$ cat src/rtl/flash_cmd_seq.sv
module flash_cmd_seq #(
  parameter int AW = 16,
  parameter int DW = 16
) (
  input  logic          clk,
  input  logic          rst_n,
  input  logic          lockout,
  input  logic          ce_n,
  input  logic          we_n,
  input  logic          oe_n,
  input  logic [AW-1:0] addr,
  input  logic [DW-1:0] data,
  input  logic          pec_busy,
  output logic          go_prog,
  output logic          go_berase,
  output logic          go_cerase,
  output logic          go_prot,
  output logic          go_unprot,
  output logic          go_susp,
  output logic          go_resume,
  output logic [AW-1:0] op_addr,
  output logic [DW-1:0] op_data,
  output logic          auto_sel,
  output logic          suspended
);
  localparam int UW = 11;

  typedef enum logic [2:0] {S_IDLE, S_U1, S_SETUP, S_PROG, S_X1, S_X2, S_CONF} st_t;

  st_t           st;
  logic          xprot, wr_q, busy_q, erase_run;
  logic [AW-1:0] a_lat;
  logic [DW-1:0] d_lat;

  wire       wr_act    = !ce_n && !we_n && oe_n;
  wire       commit    = wr_q && !wr_act && !lockout;
  wire [7:0] cmd       = d_lat[7:0];
  wire       unl1      = cmd == 8'hAA && a_lat[UW-1:0] == 11'h555;
  wire       unl2      = cmd == 8'h55 && a_lat[UW-1:0] == 11'h2AA;
  wire       take_susp = commit && cmd == 8'hB0 && pec_busy && erase_run && !suspended;
  wire       take_res  = commit && cmd == 8'h30 && !pec_busy && suspended && st == S_IDLE;
  wire       step      = commit && !pec_busy && !take_res;

  always_ff @(posedge clk or negedge rst_n) begin
    if (!rst_n) begin
      st <= S_IDLE;
      xprot <= 1'b0;
      wr_q <= 1'b0;
      busy_q <= 1'b0;
      erase_run <= 1'b0;
      a_lat <= '0;
      d_lat <= '0;
      op_addr <= '0;
      op_data <= '0;
      auto_sel <= 1'b0;
      suspended <= 1'b0;
      {go_prog, go_berase, go_cerase, go_prot, go_unprot, go_susp, go_resume} <= '0;
    end else begin
      {go_prog, go_berase, go_cerase, go_prot, go_unprot, go_susp, go_resume} <= '0;
      wr_q <= wr_act;
      busy_q <= pec_busy;
      if (wr_act && !wr_q) a_lat <= addr;
      if (wr_act) d_lat <= data;
      if (busy_q && !pec_busy && !suspended) erase_run <= 1'b0;

      if (lockout) begin
        st <= S_IDLE;
        auto_sel <= 1'b0;
      end else if (take_susp) begin
        go_susp <= 1'b1;
        suspended <= 1'b1;
      end else if (take_res) begin
        go_resume <= 1'b1;
        suspended <= 1'b0;
      end else if (step) begin
        auto_sel <= 1'b0;
        st <= S_IDLE;
        case (st)
          S_IDLE:  if (unl1) st <= S_U1;
          S_U1:    if (unl2) st <= S_SETUP;
          S_SETUP:
            case (cmd)
              8'hA0: st <= S_PROG;
              8'h90: auto_sel <= 1'b1;
              8'h80: if (!suspended) begin st <= S_X1; xprot <= 1'b0; end
              8'h60: if (!suspended) begin st <= S_X1; xprot <= 1'b1; end
              default: ;
            endcase
          S_PROG: begin
            go_prog <= 1'b1;
            op_addr <= a_lat;
            op_data <= d_lat;
          end
          S_X1:    if (unl1) st <= S_X2;
          S_X2:    if (unl2) st <= S_CONF;
          S_CONF: begin
            op_addr <= a_lat;
            op_data <= d_lat;
            if (!xprot && cmd == 8'h30) begin go_berase <= 1'b1; erase_run <= 1'b1; end
            if (!xprot && cmd == 8'h10) begin go_cerase <= 1'b1; erase_run <= 1'b1; end
            if (xprot && cmd == 8'h40) go_prot <= 1'b1;
            if (xprot && cmd == 8'h20) go_unprot <= 1'b1;
          end
          default: st <= S_IDLE;
        endcase
      end
    end
  end
endmodule

$ cat config.mk
export PLATFORM = sky130hd
export DESIGN_NAME = flash_cmd_seq
export DESIGN_NICKNAME = d
export VERILOG_FILES = /design/src/rtl/flash_cmd_seq.sv
export SDC_FILE = /design/constraint.sdc
export NUM_CORES = 1
export LEC_CHECK = 0
export ABC_AREA = 0
export BUFFER_PORTS_ARGS = -buffer_cell sky130_fd_sc_hd__buf_2
export CORE_UTILIZATION = 32
export CTS_CLUSTER_SIZE = 30
export DETAILED_ROUTE_END_ITERATION = 6
export GPL_TIMING_DRIVEN = 0
export MAX_ROUTING_LAYER = met4
export PLACE_DENSITY = 0.53
export SYNTH_ARGS = -nofsm -noshare
export SYNTH_HDL_FRONTEND = slang
export SYNTH_SLANG_ARGS = --single-unit
export TNS_END_PERCENT = 100
$ cat constraint.sdc
create_clock -name clk -period 2.7 [get_ports clk]
set_input_delay 0.81 -clock clk [delete_from_list [all_inputs] [get_ports clk]]
set_output_delay 0.81 -clock clk [all_outputs]
set_load 0.02 [all_outputs]
==> impl_metrics.xml, run 1 <==
<?xml version="1.0" encoding="UTF-8"?>
<metrics>
  <group name="synthesis">
    <metric name="ys_async_sr_fraction" unit="">1.00</metric>
    <metric name="synth.mux.area_fraction" unit="">0.173</metric>
    <metric name="mappedNetlistArea" unit="sq mm">0.00328</metric>
    <metric name="synthCells" unit="">265</metric>
    <metric name="synth_top_family_by_area" unit="">simple AND/OR/NAND/NOR gates</metric>
    <metric name="synth_simple_gate_area_frac" unit="">0.179</metric>
    <metric name="synth_adder_area_share" unit="">0</metric>
    <metric name="synth-edff-count" unit="">0</metric>
    <metric name="synth_fp_nets" unit="">304</metric>
    <metric name="postSynthRegisterBits" unit="">80</metric>
    <metric name="ys_warn_count" unit="">0</metric>
    <metric name="post-synth-top-area-fraction" unit="">0.610</metric>
    <metric name="ys.flop_type" unit="">sky130_fd_sc_hd__dfrtp_1</metric>
    <metric name="ys_top_cells_by_area" unit="">sky130_fd_sc_hd__dfrtp_1 (61%), sky130_fd_sc_hd__mux2_2 (17%), sky130_fd_sc_hd__nand2_1 (6.9%)</metric>
    <metric name="synth.lib_cells_used.distinct" unit="">37</metric>
    <metric name="post_synth_xor_area_fraction" unit="">0.00267</metric>
    <metric name="synth_sequential_area_ratio" unit="">0.610</metric>
    <metric name="synth_compound_gate_area_share" unit="">0.0175</metric>
    <metric name="synth_area_leader_cell" unit="">sky130_fd_sc_hd__dfrtp_1</metric>
    <metric name="post_synth.cell_area_avg" unit="sq um">12.4</metric>
  </group>
  <group name="power_and_ir_drop">
    <metric name="peakVddDrop" unit="V">0.000193</metric>
    <metric name="power.density" unit="mW/mm^2">615</metric>
    <metric name="leakage_power" unit="nW">2.14</metric>
  </group>
  <group name="clock_tree">
    <metric name="cts.clk_slew.worst_paths" unit="ps">90</metric>
    <metric name="total_clock_buffers_created_by_cts" unit="">9</metric>
    <metric name="insertion_delay" unit="ps">360</metric>
    <metric name="clk_sinks" unit="">80</metric>
    <metric name="clock_tree.htree_level_count" unit="">3</metric>
    <metric name="tritoncts" unit="">yes</metric>
    <metric name="root_buffer" unit="">sky130_fd_sc_hd__clkbuf_8</metric>
    <metric name="post-cts-setup-buffers" unit="">0</metric>
    <metric name="clock_tree.buffer_depth" unit="">2</metric>
  </group>
  <group name="drt">
    <metric name="antenna_left" unit="">0</metric>
    <metric name="dr.pass1.iters" unit="">4</metric>
    <metric name="vias" unit="">2305</metric>
    <metric name="avgRoutedWirePerCell" unit="um">14.3</metric>
    <metric name="route.detailed.vias_per_inst" unit="">4.67</metric>
    <metric name="drt-total-wl" unit="um">7070</metric>
    <metric name="remaining_drc_errors" unit="">0</metric>
    <metric name="initialDrtViolationCount" unit="">65</metric>
  </group>
  <group name="timing">
    <metric name="worst_slew_pin_slew" unit="ps">580</metric>
    <metric name="post-route-period-util" unit="">0.902</metric>
    <metric name="final_number_of_setup_violating_endpoints" unit="">0</metric>
    <metric name="post_route_minimum_period" unit="ps">2440</metric>
    <metric name="maxSlewHeadroom" unit="">0.613</metric>
    <metric name="report.final.slew_viol_count" unit="">0</metric>
    <metric name="fmax" unit="MHz">410</metric>
    <metric name="setup_tns" unit="ps">0</metric>
    <metric name="rsz0062_at_grt" unit="">no</metric>
    <metric name="fin_worst_skew" unit="ps">12.0</metric>
    <metric name="hold_slack" unit="ps">359</metric>
    <metric name="hold_viol" unit="">0</metric>
  </group>
  <group name="floorplan">
    <metric name="die-width" unit="um">103</metric>
    <metric name="core.rowCount" unit="">36</metric>
    <metric name="dieArea" unit="sq mm">0.0107</metric>
    <metric name="floorplan.initialDensity" unit="">0.333</metric>
    <metric name="fp.dieH" unit="um">103</metric>
    <metric name="ios" unit="">80</metric>
    <metric name="coreArea" unit="sq mm">0.00986</metric>
  </group>
  <group name="critical_path">
    <metric name="cp.required" unit="ps">2940</metric>
    <metric name="critPathCaptureType" unit="">flop</metric>
    <metric name="critical-path-max-stage-delay" unit="ps">510</metric>
    <metric name="crit_path_top_delay_cell" unit="">sky130_fd_sc_hd__clkbuf_1</metric>
    <metric name="worst_setup_slack_for_register_to_register_paths" unit="ps">330</metric>
    <metric name="cp_cell_sequence" unit="">buf_2 -&gt; or3b_1 -&gt; nor2_2 -&gt; clkbuf_1 -&gt; mux2_2</metric>
    <metric name="timing.critical_path.fanout_max" unit="">10</metric>
    <metric name="timing_worst_setup_path_type" unit="">in -&gt; reg</metric>
    <metric name="cp.arrival" unit="ps">2680</metric>
    <metric name="timing.critical_path.from_type" unit="">input port</metric>
  </group>
  <group name="global_route">
    <metric name="grt_start_max_net_pins" unit="">55</metric>
    <metric name="grt_pass1_vias" unit="">2311</metric>
    <metric name="grt.total_usage" unit="">0.151</metric>
    <metric name="overflow" unit="">0</metric>
    <metric name="initial_antenna_violation_count" unit="">0</metric>
    <metric name="grt_pass1_wl" unit="um">11500</metric>
  </group>
  <group name="place">
    <metric name="port_buffers" unit="">79</metric>
    <metric name="dp.cells" unit="">478</metric>
    <metric name="place.detailed.hpwl" unit="um">5120</metric>
    <metric name="finalWeightedCongestion" unit="">0.784</metric>
  </group>
  <group name="finish">
    <metric name="n_fill_cell" unit="">980</metric>
    <metric name="share_of_cells_above_drive_strength_1" unit="">0.438</metric>
    <metric name="final_cells" unit="">494</metric>
    <metric name="nets" unit="">395</metric>
    <metric name="regArea" unit="sq mm">0.00200</metric>
    <metric name="antenna_cells_inserted" unit="">0</metric>
    <metric name="multi_input_logic_area" unit="sq mm">0.00122</metric>
    <metric name="synthToLayoutAreaGrowth" unit="%">24.7</metric>
  </group>
  <group name="outcome">
    <metric name="result_of_the_run" unit="">completed</metric>
  </group>
  <group name="run">
    <metric name="cap_viol_max_count" unit="">0</metric>
  </group>
  <group name="min_path">
    <metric name="min_path_type" unit="">in -&gt; async</metric>
  </group>
</metrics>
## kinds of logic after synthesis
group,count (synthesis)
muxes,50
and+or+nand+nor,111
AOI/OAI and AO/OA,9
xor gates and xnor gates,1
DFF,80
buffers and inverters,14
## through the flow
step	utilization	setup WS, ps	power (W)	area, sq um
2_1_floorplan	-	274	0.00150	3280
4_1_cts	0.415	10.7	0.00256	4090
3_5_place_dp	0.393	-370	0.00161	3870
6_report	0.415	264	0.00252	4090
5_1_grt	0.415	134	0.00264	4090
3_3_place_gp	0.390	-399	0.00160	3840
## flip-flops by register name (all words and copies together), names as in the netlist, 3 cells and up
| name | count |
|---|---|
| op_data | 16 |
| op_addr | 16 |
| a_lat | 16 |
| d_lat | 16 |
| st | 3 |
## final timing paths
check / startpoint / end / depth (start not counted)
setup / recovery: ce_n / a_lat[8]$_DFFE_PN0P_ / 5
hold / removal: rst_n / d_lat[12]$_DFFE_PN0P_ / 1
setup reg to reg: d_lat[3]$_DFFE_PN0P_ / xprot$_DFFE_PN0P_ / 5
hold reg to reg: d_lat[8]$_DFFE_PN0P_ / d_lat[8]$_DFFE_PN0P_ / 2
max in group asynchronous: rst_n / st[1]$_DFFE_PN0P_ / 2
min in group clk: d_lat[8]$_DFFE_PN0P_ / d_lat[8]$_DFFE_PN0P_ / 2
## placed cells by master, fill, tap and decap left out, types with 3 or more instances in the layout
cell type,instances
sky130_fd_sc_hd__mux2_2,49
sky130_fd_sc_hd__a21oi_1,3
sky130_fd_sc_hd__nand2_1,60
sky130_fd_sc_hd__nor3_1,5
sky130_fd_sc_hd__nand3_1,4
sky130_fd_sc_hd__clkbuf_8,11
sky130_fd_sc_hd__dfrtp_1,80
sky130_fd_sc_hd__nor2_1,7
sky130_fd_sc_hd__nor4_1,3
sky130_fd_sc_hd__clkbuf_1,5
sky130_fd_sc_hd__nand4_1,3
sky130_fd_sc_hd__and4b_1,3
sky130_fd_sc_hd__buf_2,84
sky130_fd_sc_hd__nor4bb_1,3
sky130_fd_sc_hd__nand2b_1,6
sky130_fd_sc_hd__and3_1,3
## cell usage after synthesis, types with 4 or more instances
master,count
sky130_fd_sc_hd__buf_2,6
sky130_fd_sc_hd__clkbuf_1,5
sky130_fd_sc_hd__dfrtp_1,80
sky130_fd_sc_hd__mux2_2,49
sky130_fd_sc_hd__nand2_1,60
sky130_fd_sc_hd__nand2b_1,6
sky130_fd_sc_hd__nand3_1,4
sky130_fd_sc_hd__nor2_1,8
sky130_fd_sc_hd__nor3_1,5
## area by class of cell
cell class	instances	area share
Buffer	12	0.0128
Clock buffer	11	0.0370
Tap cell	133	0.0407
Clock inverter	5	0.0156
Sequential cell	80	0.489
Multi-Input combinational cell	171	0.299
Inverter	2	0.00183
Timing Repair Buffer	80	0.104
## where the power goes
group / switching (W) / internal (W) / total (W) / leakage, nW
Sequential: 0.0000717 / 0.00129 / 0.00136 / 1.06
Clock: 0.000451 / 0.000484 / 0.000935 / 0.106
Combinational: 0.000111 / 0.000112 / 0.000223 / 0.981
## worst max-delay path: cells and delay by family
family / cells / cell delay (ps)
AND/OR/NAND/NOR: 2 / 860
buffers and inverters: 2 / 600
multiplexers: 1 / 390
## timing repair
action / 4_1_cts / 5_1_grt
hold buffers: 0 / 0
resized for setup: 0 / 1
setup endpoints to repair: 0 / 10
## layer usage
metal	vias to the layer above	part of all wire	wire, um	GRT usage
met5	-	0	0	-
met4	0	0.023	165	0.0834
met3	11	0.037	265	0.0269
met2	46	0.50	3510	0.232
met1	1138	0.44	3140	0.190
li1	1110	-	-	-
No activity file was read; power rests on OpenSTA's default activity.
==> run 2, diff against run 1 <==
- CORE_UTILIZATION: 32 -> 30
- PLACE_DENSITY: 0.53 -> 0.52
==> run 2 against run 1 <==
  * Global-route usage down 0.51 points
  * Clock skew up 1.9 ps
  * Sequential cell count unchanged
  * Utilization decreased by 2.3 points
  * Clock power is 5.5% higher
  * Sequential power about the same
  * Final cell count increased by 0.40%
  * Sequential share of layout area is 0.10 points lower
==> impl_metrics.xml, run 2 (synthesized netlist as in run 1, its figures left out) <==
<?xml version="1.0" encoding="UTF-8"?>
<metrics>
  <group name="outcome">
    <metric name="result_of_the_run" unit="">completed</metric>
  </group>
  <group name="run">
    <metric name="cap_viol_max_count" unit="">0</metric>
  </group>
  <group name="clock_tree">
    <metric name="tritoncts" unit="">yes</metric>
    <metric name="clock_tree.buffer_depth" unit="">2</metric>
    <metric name="insertion_delay" unit="ps">350</metric>
    <metric name="clk_sinks" unit="">80</metric>
    <metric name="clock_tree.htree_level_count" unit="">3</metric>
    <metric name="root_buffer" unit="">sky130_fd_sc_hd__clkbuf_8</metric>
    <metric name="post-cts-setup-buffers" unit="">0</metric>
    <metric name="total_clock_buffers_created_by_cts" unit="">9</metric>
    <metric name="cts.clk_slew.worst_paths" unit="ps">80</metric>
  </group>
  <group name="critical_path">
    <metric name="critical_path.n_buffers_inverters" unit="">2</metric>
    <metric name="crit_path_top_delay_cell" unit="">sky130_fd_sc_hd__clkbuf_1</metric>
    <metric name="timing.critical_path.fanout_max" unit="">10</metric>
    <metric name="timing_worst_setup_path_type" unit="">in -&gt; reg</metric>
    <metric name="cp.required" unit="ps">2940</metric>
    <metric name="cp.arrival" unit="ps">2740</metric>
    <metric name="cp_cell_sequence" unit="">buf_2 -&gt; or3b_1 -&gt; nor2_2 -&gt; clkbuf_1 -&gt; mux2_2</metric>
    <metric name="critPathCaptureType" unit="">flop</metric>
    <metric name="timing.critical_path.from_type" unit="">input port</metric>
    <metric name="critical-path-max-stage-delay" unit="ps">540</metric>
    <metric name="worst_path_dominant_cell_family" unit="">simple AND/OR/NAND/NOR gates</metric>
  </group>
  <group name="timing">
    <metric name="fmax" unit="MHz">399</metric>
    <metric name="final_number_of_setup_violating_endpoints" unit="">0</metric>
    <metric name="hold_viol" unit="">0</metric>
    <metric name="post-route-period-util" unit="">0.927</metric>
    <metric name="rsz0062_at_grt" unit="">no</metric>
    <metric name="setup_tns" unit="ps">0</metric>
    <metric name="report.final.slew_viol_count" unit="">0</metric>
    <metric name="worst_slew_pin_slew" unit="ps">623</metric>
    <metric name="layout_setup_ws" unit="ps">196</metric>
    <metric name="fin_worst_skew" unit="ps">13.9</metric>
    <metric name="post_route_minimum_period" unit="ps">2500</metric>
    <metric name="maxSlewHeadroom" unit="">0.584</metric>
  </group>
  <group name="drt">
    <metric name="dr.pass1.iters" unit="">4</metric>
    <metric name="initialDrtViolationCount" unit="">65</metric>
    <metric name="antenna_left" unit="">0</metric>
    <metric name="route.detailed.vias_per_inst" unit="">4.62</metric>
    <metric name="avgRoutedWirePerCell" unit="um">14.6</metric>
    <metric name="drt-total-wl" unit="um">7240</metric>
    <metric name="remaining_drc_errors" unit="">0</metric>
    <metric name="vias" unit="">2291</metric>
  </group>
  <group name="finish">
    <metric name="antenna_cells_inserted" unit="">0</metric>
    <metric name="share_of_cells_above_drive_strength_1" unit="">0.433</metric>
    <metric name="final_cells" unit="">496</metric>
    <metric name="synthToLayoutAreaGrowth" unit="%">24.9</metric>
    <metric name="nets" unit="">395</metric>
    <metric name="layout.core_utilization" unit="">0.392</metric>
    <metric name="layout_commonest_cell" unit="">sky130_fd_sc_hd__buf_2</metric>
    <metric name="most-common-layout-cells" unit="">sky130_fd_sc_hd__buf_2 (84), sky130_fd_sc_hd__dfrtp_1 (80), sky130_fd_sc_hd__nand2_1 (60)</metric>
  </group>
  <group name="power_and_ir_drop">
    <metric name="p_seq_frac" unit="">0.529</metric>
    <metric name="power.density" unit="mW/mm^2">627</metric>
    <metric name="comb_power_share" unit="">0.087</metric>
    <metric name="leakage_power" unit="nW">2.15</metric>
    <metric name="power_frac_clock" unit="">0.384</metric>
    <metric name="peakVddDrop" unit="V">0.000255</metric>
    <metric name="design_power_total" unit="W">0.00257</metric>
    <metric name="intPower" unit="W">0.00196</metric>
    <metric name="switching_power" unit="W">0.000606</metric>
    <metric name="power.switching_fraction" unit="">0.236</metric>
  </group>
  <group name="global_route">
    <metric name="grt.total_usage" unit="">0.146</metric>
    <metric name="overflow" unit="">0</metric>
    <metric name="grt_start_max_net_pins" unit="">65</metric>
    <metric name="initial_antenna_violation_count" unit="">0</metric>
    <metric name="grt_pass1_vias" unit="">2322</metric>
    <metric name="grt_pass1_wl" unit="um">12100</metric>
  </group>
  <group name="floorplan">
    <metric name="floorplan.initialDensity" unit="">0.314</metric>
    <metric name="coreArea" unit="sq mm">0.0105</metric>
    <metric name="fp.dieH" unit="um">107</metric>
    <metric name="core.rowCount" unit="">37</metric>
    <metric name="dieArea" unit="sq mm">0.0114</metric>
    <metric name="die-width" unit="um">107</metric>
    <metric name="ios" unit="">80</metric>
  </group>
  <group name="place">
    <metric name="place.detailed.hpwl" unit="um">5180</metric>
    <metric name="post-place-ws" unit="ps">-460</metric>
    <metric name="dp.cells" unit="">481</metric>
    <metric name="port_buffers" unit="">79</metric>
    <metric name="finalWeightedCongestion" unit="">0.780</metric>
  </group>
  <group name="min_path">
    <metric name="min_path_type" unit="">in -&gt; async</metric>
  </group>
</metrics>
## run 2: cell count changes in the layout (fill, tap and decap cells not counted), sizes merged
| cell | previous run | this run |
|---|---|---|
| bufinv | 1 | 2 |
| clkbuf | 16 | 17 |
| clkinv | 3 | 2 |
| clkinvlp | 1 | 0 |
| inv | 2 | 1 |
## run 2: final timing paths
kind | to | slack (ps) | cells past startpoint | start
hold reg to reg | d_lat[8]$_DFFE_PN0P_ | 470 | 2 | d_lat[8]$_DFFE_PN0P_
max in group asynchronous | op_data[6]$_DFFE_PN0P_ | 1800 | 2 | rst_n
hold / removal | a_lat[15]$_DFFE_PN0P_ | 320 | 1 | rst_n
setup / recovery | a_lat[6]$_DFFE_PN0P_ | 200 | 5 | ce_n
setup reg to reg | xprot$_DFFE_PN0P_ | 320 | 5 | d_lat[3]$_DFFE_PN0P_
min in group clk | d_lat[8]$_DFFE_PN0P_ | 470 | 2 | d_lat[8]$_DFFE_PN0P_
## run 2: area by class of cell
| cell class | count | area (sq um) |
|---|---|---|
| plain buffers | 12 | 52.6 |
| multi-input cells | 171 | 1220 |
| repair buffers | 80 | 425 |
| fillers | 1073 | 6360 |
| well taps | 136 | 170 |
| clock buffers | 12 | 155 |
| inverters | 2 | 7.51 |
| flip-flops and latches | 80 | 2000 |
| clock inverters | 3 | 65.1 |
## run 2: per-stage QoR
stage / cell area [sq um] / hold slack, ps
final: 4100 / 320
after global routing: 4100 / 310
after CTS: 4100 / 298
after detailed placement: 3880 / 459
after global placement: 3850 / 453
after floorplan: 3280 / 437
## run 2: timing repair
item                                    in CTS  in global routing
endpoints found under the setup margin      10                  0
gates resized for setup                      1                  0
hold buffers                                 0                  0
hold endpoints to repair                     0                  0
## run 2: power groups by stage
stage / Clock (W) / Sequential [W] / Combinational, W
floorplan: 0 / 0.00136 / 0.000144
global placement: 0 / 0.00138 / 0.000221
detailed placement: 0 / 0.00139 / 0.000228
CTS: 0.00102 / 0.00136 / 0.000229
global route: 0.00107 / 0.00138 / 0.000255
finish: 0.000986 / 0.00136 / 0.000224
## run 2: layer usage
metal  part of all wire  track usage  vias up  wire, um
li1                   -            -     1092         -
met1               0.45        0.187     1143      3280
met2               0.49        0.227       47      3570
met3              0.038       0.0310        9       275
met4              0.015       0.0587        0       112
met5                  0            -        -         0
==> run 3, diff against run 2 <==
- CORE_MARGIN: default -> 10
- CTS_BUF_LIST: default -> sky130_fd_sc_hd__clkbuf_8
==> run 3 against run 2 <==
  * First-iteration DRC count grew 57%
  * Highest routed layer unchanged
  * Largest cell class unchanged
  * Non-clock buffer count did not move
  * Sequential power barely moved
  * Final cell count up 0.81%
  * Via count is essentially flat
  * Clock skew fell by 6.6 ps
  * Utilization is 1.7 points lower
  * Die area rose by 37%
  * Critical path depth did not move
  * Design area down 1.4%
  * Register-to-register slack better by 20 ps
==> impl_metrics.xml, run 3 (synthesized netlist as in run 1, its figures left out) <==
<?xml version="1.0" encoding="UTF-8"?>
<metrics>
  <group name="finish">
    <metric name="regArea" unit="sq mm">0.00200</metric>
    <metric name="synthToLayoutAreaGrowth" unit="%">23.1</metric>
    <metric name="most-common-layout-cells" unit="">sky130_fd_sc_hd__buf_2 (84), sky130_fd_sc_hd__dfrtp_1 (80), sky130_fd_sc_hd__nand2_1 (60)</metric>
    <metric name="share_of_cells_above_drive_strength_1" unit="">0.426</metric>
    <metric name="n_fill_cell" unit="">1114</metric>
    <metric name="nets" unit="">395</metric>
    <metric name="layout_commonest_cell" unit="">sky130_fd_sc_hd__buf_2</metric>
    <metric name="multi_input_logic_area" unit="sq mm">0.00122</metric>
  </group>
  <group name="critical_path">
    <metric name="cp_cell_sequence" unit="">buf_2 -&gt; or3b_1 -&gt; nor2_2 -&gt; clkbuf_1 -&gt; mux2_2</metric>
    <metric name="critPathLaunch" unit="">ce_n</metric>
    <metric name="timing.critical_path.fanout_max" unit="">10</metric>
    <metric name="cp_num_cells" unit="">5</metric>
    <metric name="critical-path-max-stage-delay" unit="ps">550</metric>
    <metric name="crit-reg2reg-launch" unit="">d_lat[3]$_DFFE_PN0P_</metric>
    <metric name="cp.required" unit="ps">2930</metric>
    <metric name="cp.arrival" unit="ps">2750</metric>
    <metric name="crit_path_top_delay_cell" unit="">sky130_fd_sc_hd__clkbuf_1</metric>
    <metric name="critPathCaptureType" unit="">flop</metric>
    <metric name="worst_path_dominant_cell_family" unit="">simple AND/OR/NAND/NOR gates</metric>
    <metric name="timing_worst_setup_path_type" unit="">in -&gt; reg</metric>
    <metric name="critical_path.n_buffers_inverters" unit="">2</metric>
    <metric name="timing.critical_path.from_type" unit="">input port</metric>
    <metric name="r2r_cells" unit="">5</metric>
  </group>
  <group name="timing">
    <metric name="maxSlewHeadroom" unit="">0.578</metric>
    <metric name="rsz0062_at_grt" unit="">no</metric>
    <metric name="post_route_minimum_period" unit="ps">2520</metric>
    <metric name="fmax" unit="MHz">397</metric>
    <metric name="fin_worst_skew" unit="ps">7.27</metric>
    <metric name="hold_viol" unit="">0</metric>
    <metric name="final_number_of_setup_violating_endpoints" unit="">0</metric>
    <metric name="layout_setup_ws" unit="ps">182</metric>
    <metric name="report.final.slew_viol_count" unit="">0</metric>
    <metric name="worst_slew_pin_slew" unit="ps">633</metric>
    <metric name="post-route-period-util" unit="">0.933</metric>
  </group>
  <group name="floorplan">
    <metric name="coreArea" unit="sq mm">0.0108</metric>
    <metric name="fp.dieH" unit="um">125</metric>
    <metric name="dieArea" unit="sq mm">0.0155</metric>
    <metric name="floorplan.initialDensity" unit="">0.304</metric>
    <metric name="core.rowCount" unit="">38</metric>
    <metric name="die-width" unit="um">125</metric>
    <metric name="ios" unit="">80</metric>
  </group>
  <group name="global_route">
    <metric name="grt_pass1_wl" unit="um">13300</metric>
    <metric name="initial_antenna_violation_count" unit="">1</metric>
    <metric name="grt_start_max_net_pins" unit="">61</metric>
    <metric name="grt.total_usage" unit="">0.109</metric>
    <metric name="grt_pass1_vias" unit="">2563</metric>
    <metric name="overflow" unit="">0</metric>
  </group>
  <group name="place">
    <metric name="post-place-ws" unit="ps">-476</metric>
    <metric name="place.detailed.hpwl" unit="um">5960</metric>
    <metric name="port_buffers" unit="">79</metric>
    <metric name="finalWeightedCongestion" unit="">0.750</metric>
  </group>
  <group name="run">
    <metric name="cap_viol_max_count" unit="">0</metric>
  </group>
  <group name="drt">
    <metric name="antenna_left" unit="">0</metric>
    <metric name="dr.pass1.iters" unit="">6</metric>
    <metric name="vias" unit="">2290</metric>
    <metric name="initialDrtViolationCount" unit="">102</metric>
    <metric name="drt-total-wl" unit="um">8010</metric>
    <metric name="route.detailed.vias_per_inst" unit="">4.58</metric>
    <metric name="avgRoutedWirePerCell" unit="um">16.0</metric>
    <metric name="remaining_drc_errors" unit="">0</metric>
  </group>
  <group name="power_and_ir_drop">
    <metric name="leakage_power" unit="nW">2.13</metric>
    <metric name="peakVddDrop" unit="V">0.000191</metric>
    <metric name="power.density" unit="mW/mm^2">574</metric>
    <metric name="design_power_total" unit="W">0.00232</metric>
  </group>
  <group name="clock_tree">
    <metric name="cts.clk_slew.worst_paths" unit="ps">80</metric>
    <metric name="tritoncts" unit="">yes</metric>
    <metric name="clk_sinks" unit="">80</metric>
    <metric name="clock_tree.htree_level_count" unit="">3</metric>
    <metric name="total_clock_buffers_created_by_cts" unit="">9</metric>
    <metric name="insertion_delay" unit="ps">350</metric>
    <metric name="clock_tree.buffer_depth" unit="">2</metric>
    <metric name="root_buffer" unit="">sky130_fd_sc_hd__clkbuf_8</metric>
  </group>
  <group name="min_path">
    <metric name="min_path_type" unit="">in -&gt; async</metric>
  </group>
  <group name="outcome">
    <metric name="result_of_the_run" unit="">completed</metric>
  </group>
</metrics>
run 3: cell types whose count changed in the layout (fill, tap and decap cells not counted):
cell                        delta
sky130_fd_sc_hd__diode_2       +1
sky130_fd_sc_hd__clkbuf_1      -1
sky130_fd_sc_hd__inv_1         +3
sky130_fd_sc_hd__bufinv_16     -2
sky130_fd_sc_hd__clkbuf_8      -1
run 3: layer usage:
layer / wire [um] / share of wire / GRT usage
met1: 3660 / 0.46 / 0.132
met2: 3920 / 0.49 / 0.171
met3: 302 / 0.038 / 0.0251
met4: 131 / 0.016 / 0.0493
met5: 0 / 0 / -
run 3: where the power goes:
part,internal (W),total [W],switching [W],leakage [nW]
clock network,0.000338,0.000734,0.000396,0.0918
logic,0.000112,0.000226,0.000114,0.981
registers,0.00129,0.00136,0.0000734,1.06
run 3: per-stage QoR:
stage	TNS [ps]	utilization	hold WS (ps)	cell area [sq um]	cells
after floorplan	0	-	437	3280	265
after global placement	-6150	0.357	454	3850	484
after detailed placement	-6350	0.360	461	3880	485
after CTS	0	0.374	339	4040	499
after global routing	0	0.374	350	4040	500
final	0	0.374	342	4040	500
run 3: cell type report:
type | count | area share
sequential | 80 | 0.495
multi-input combinational | 171 | 0.302
timing repair buffer | 80 | 0.105
tap | 140 | 0.0433
clock buffer | 10 | 0.0341
buffer | 12 | 0.0130
clock inverter | 4 | 0.00402
inverter | 2 | 0.00186
antenna | 1 | 0.000619
run 3: repair_timing:
item,in CTS,in global routing
setup buffers,0,0
hold buffers,0,0
setup endpoints to repair,10,0
gates resized for setup,1,0
run 3: final timing paths:
kind                                      endpoint  slack, ps
setup / recovery             a_lat[11]$_DFFE_PN0P_        180
hold / removal             op_addr[14]$_DFFE_PN0P_        340
setup reg to reg                 xprot$_DFFE_PN0P_        340
hold reg to reg              d_lat[14]$_DFFE_PN0P_        470
max in group asynchronous         busy_q$_DFF_PN0_       1780
min in group clk             d_lat[14]$_DFFE_PN0P_        470
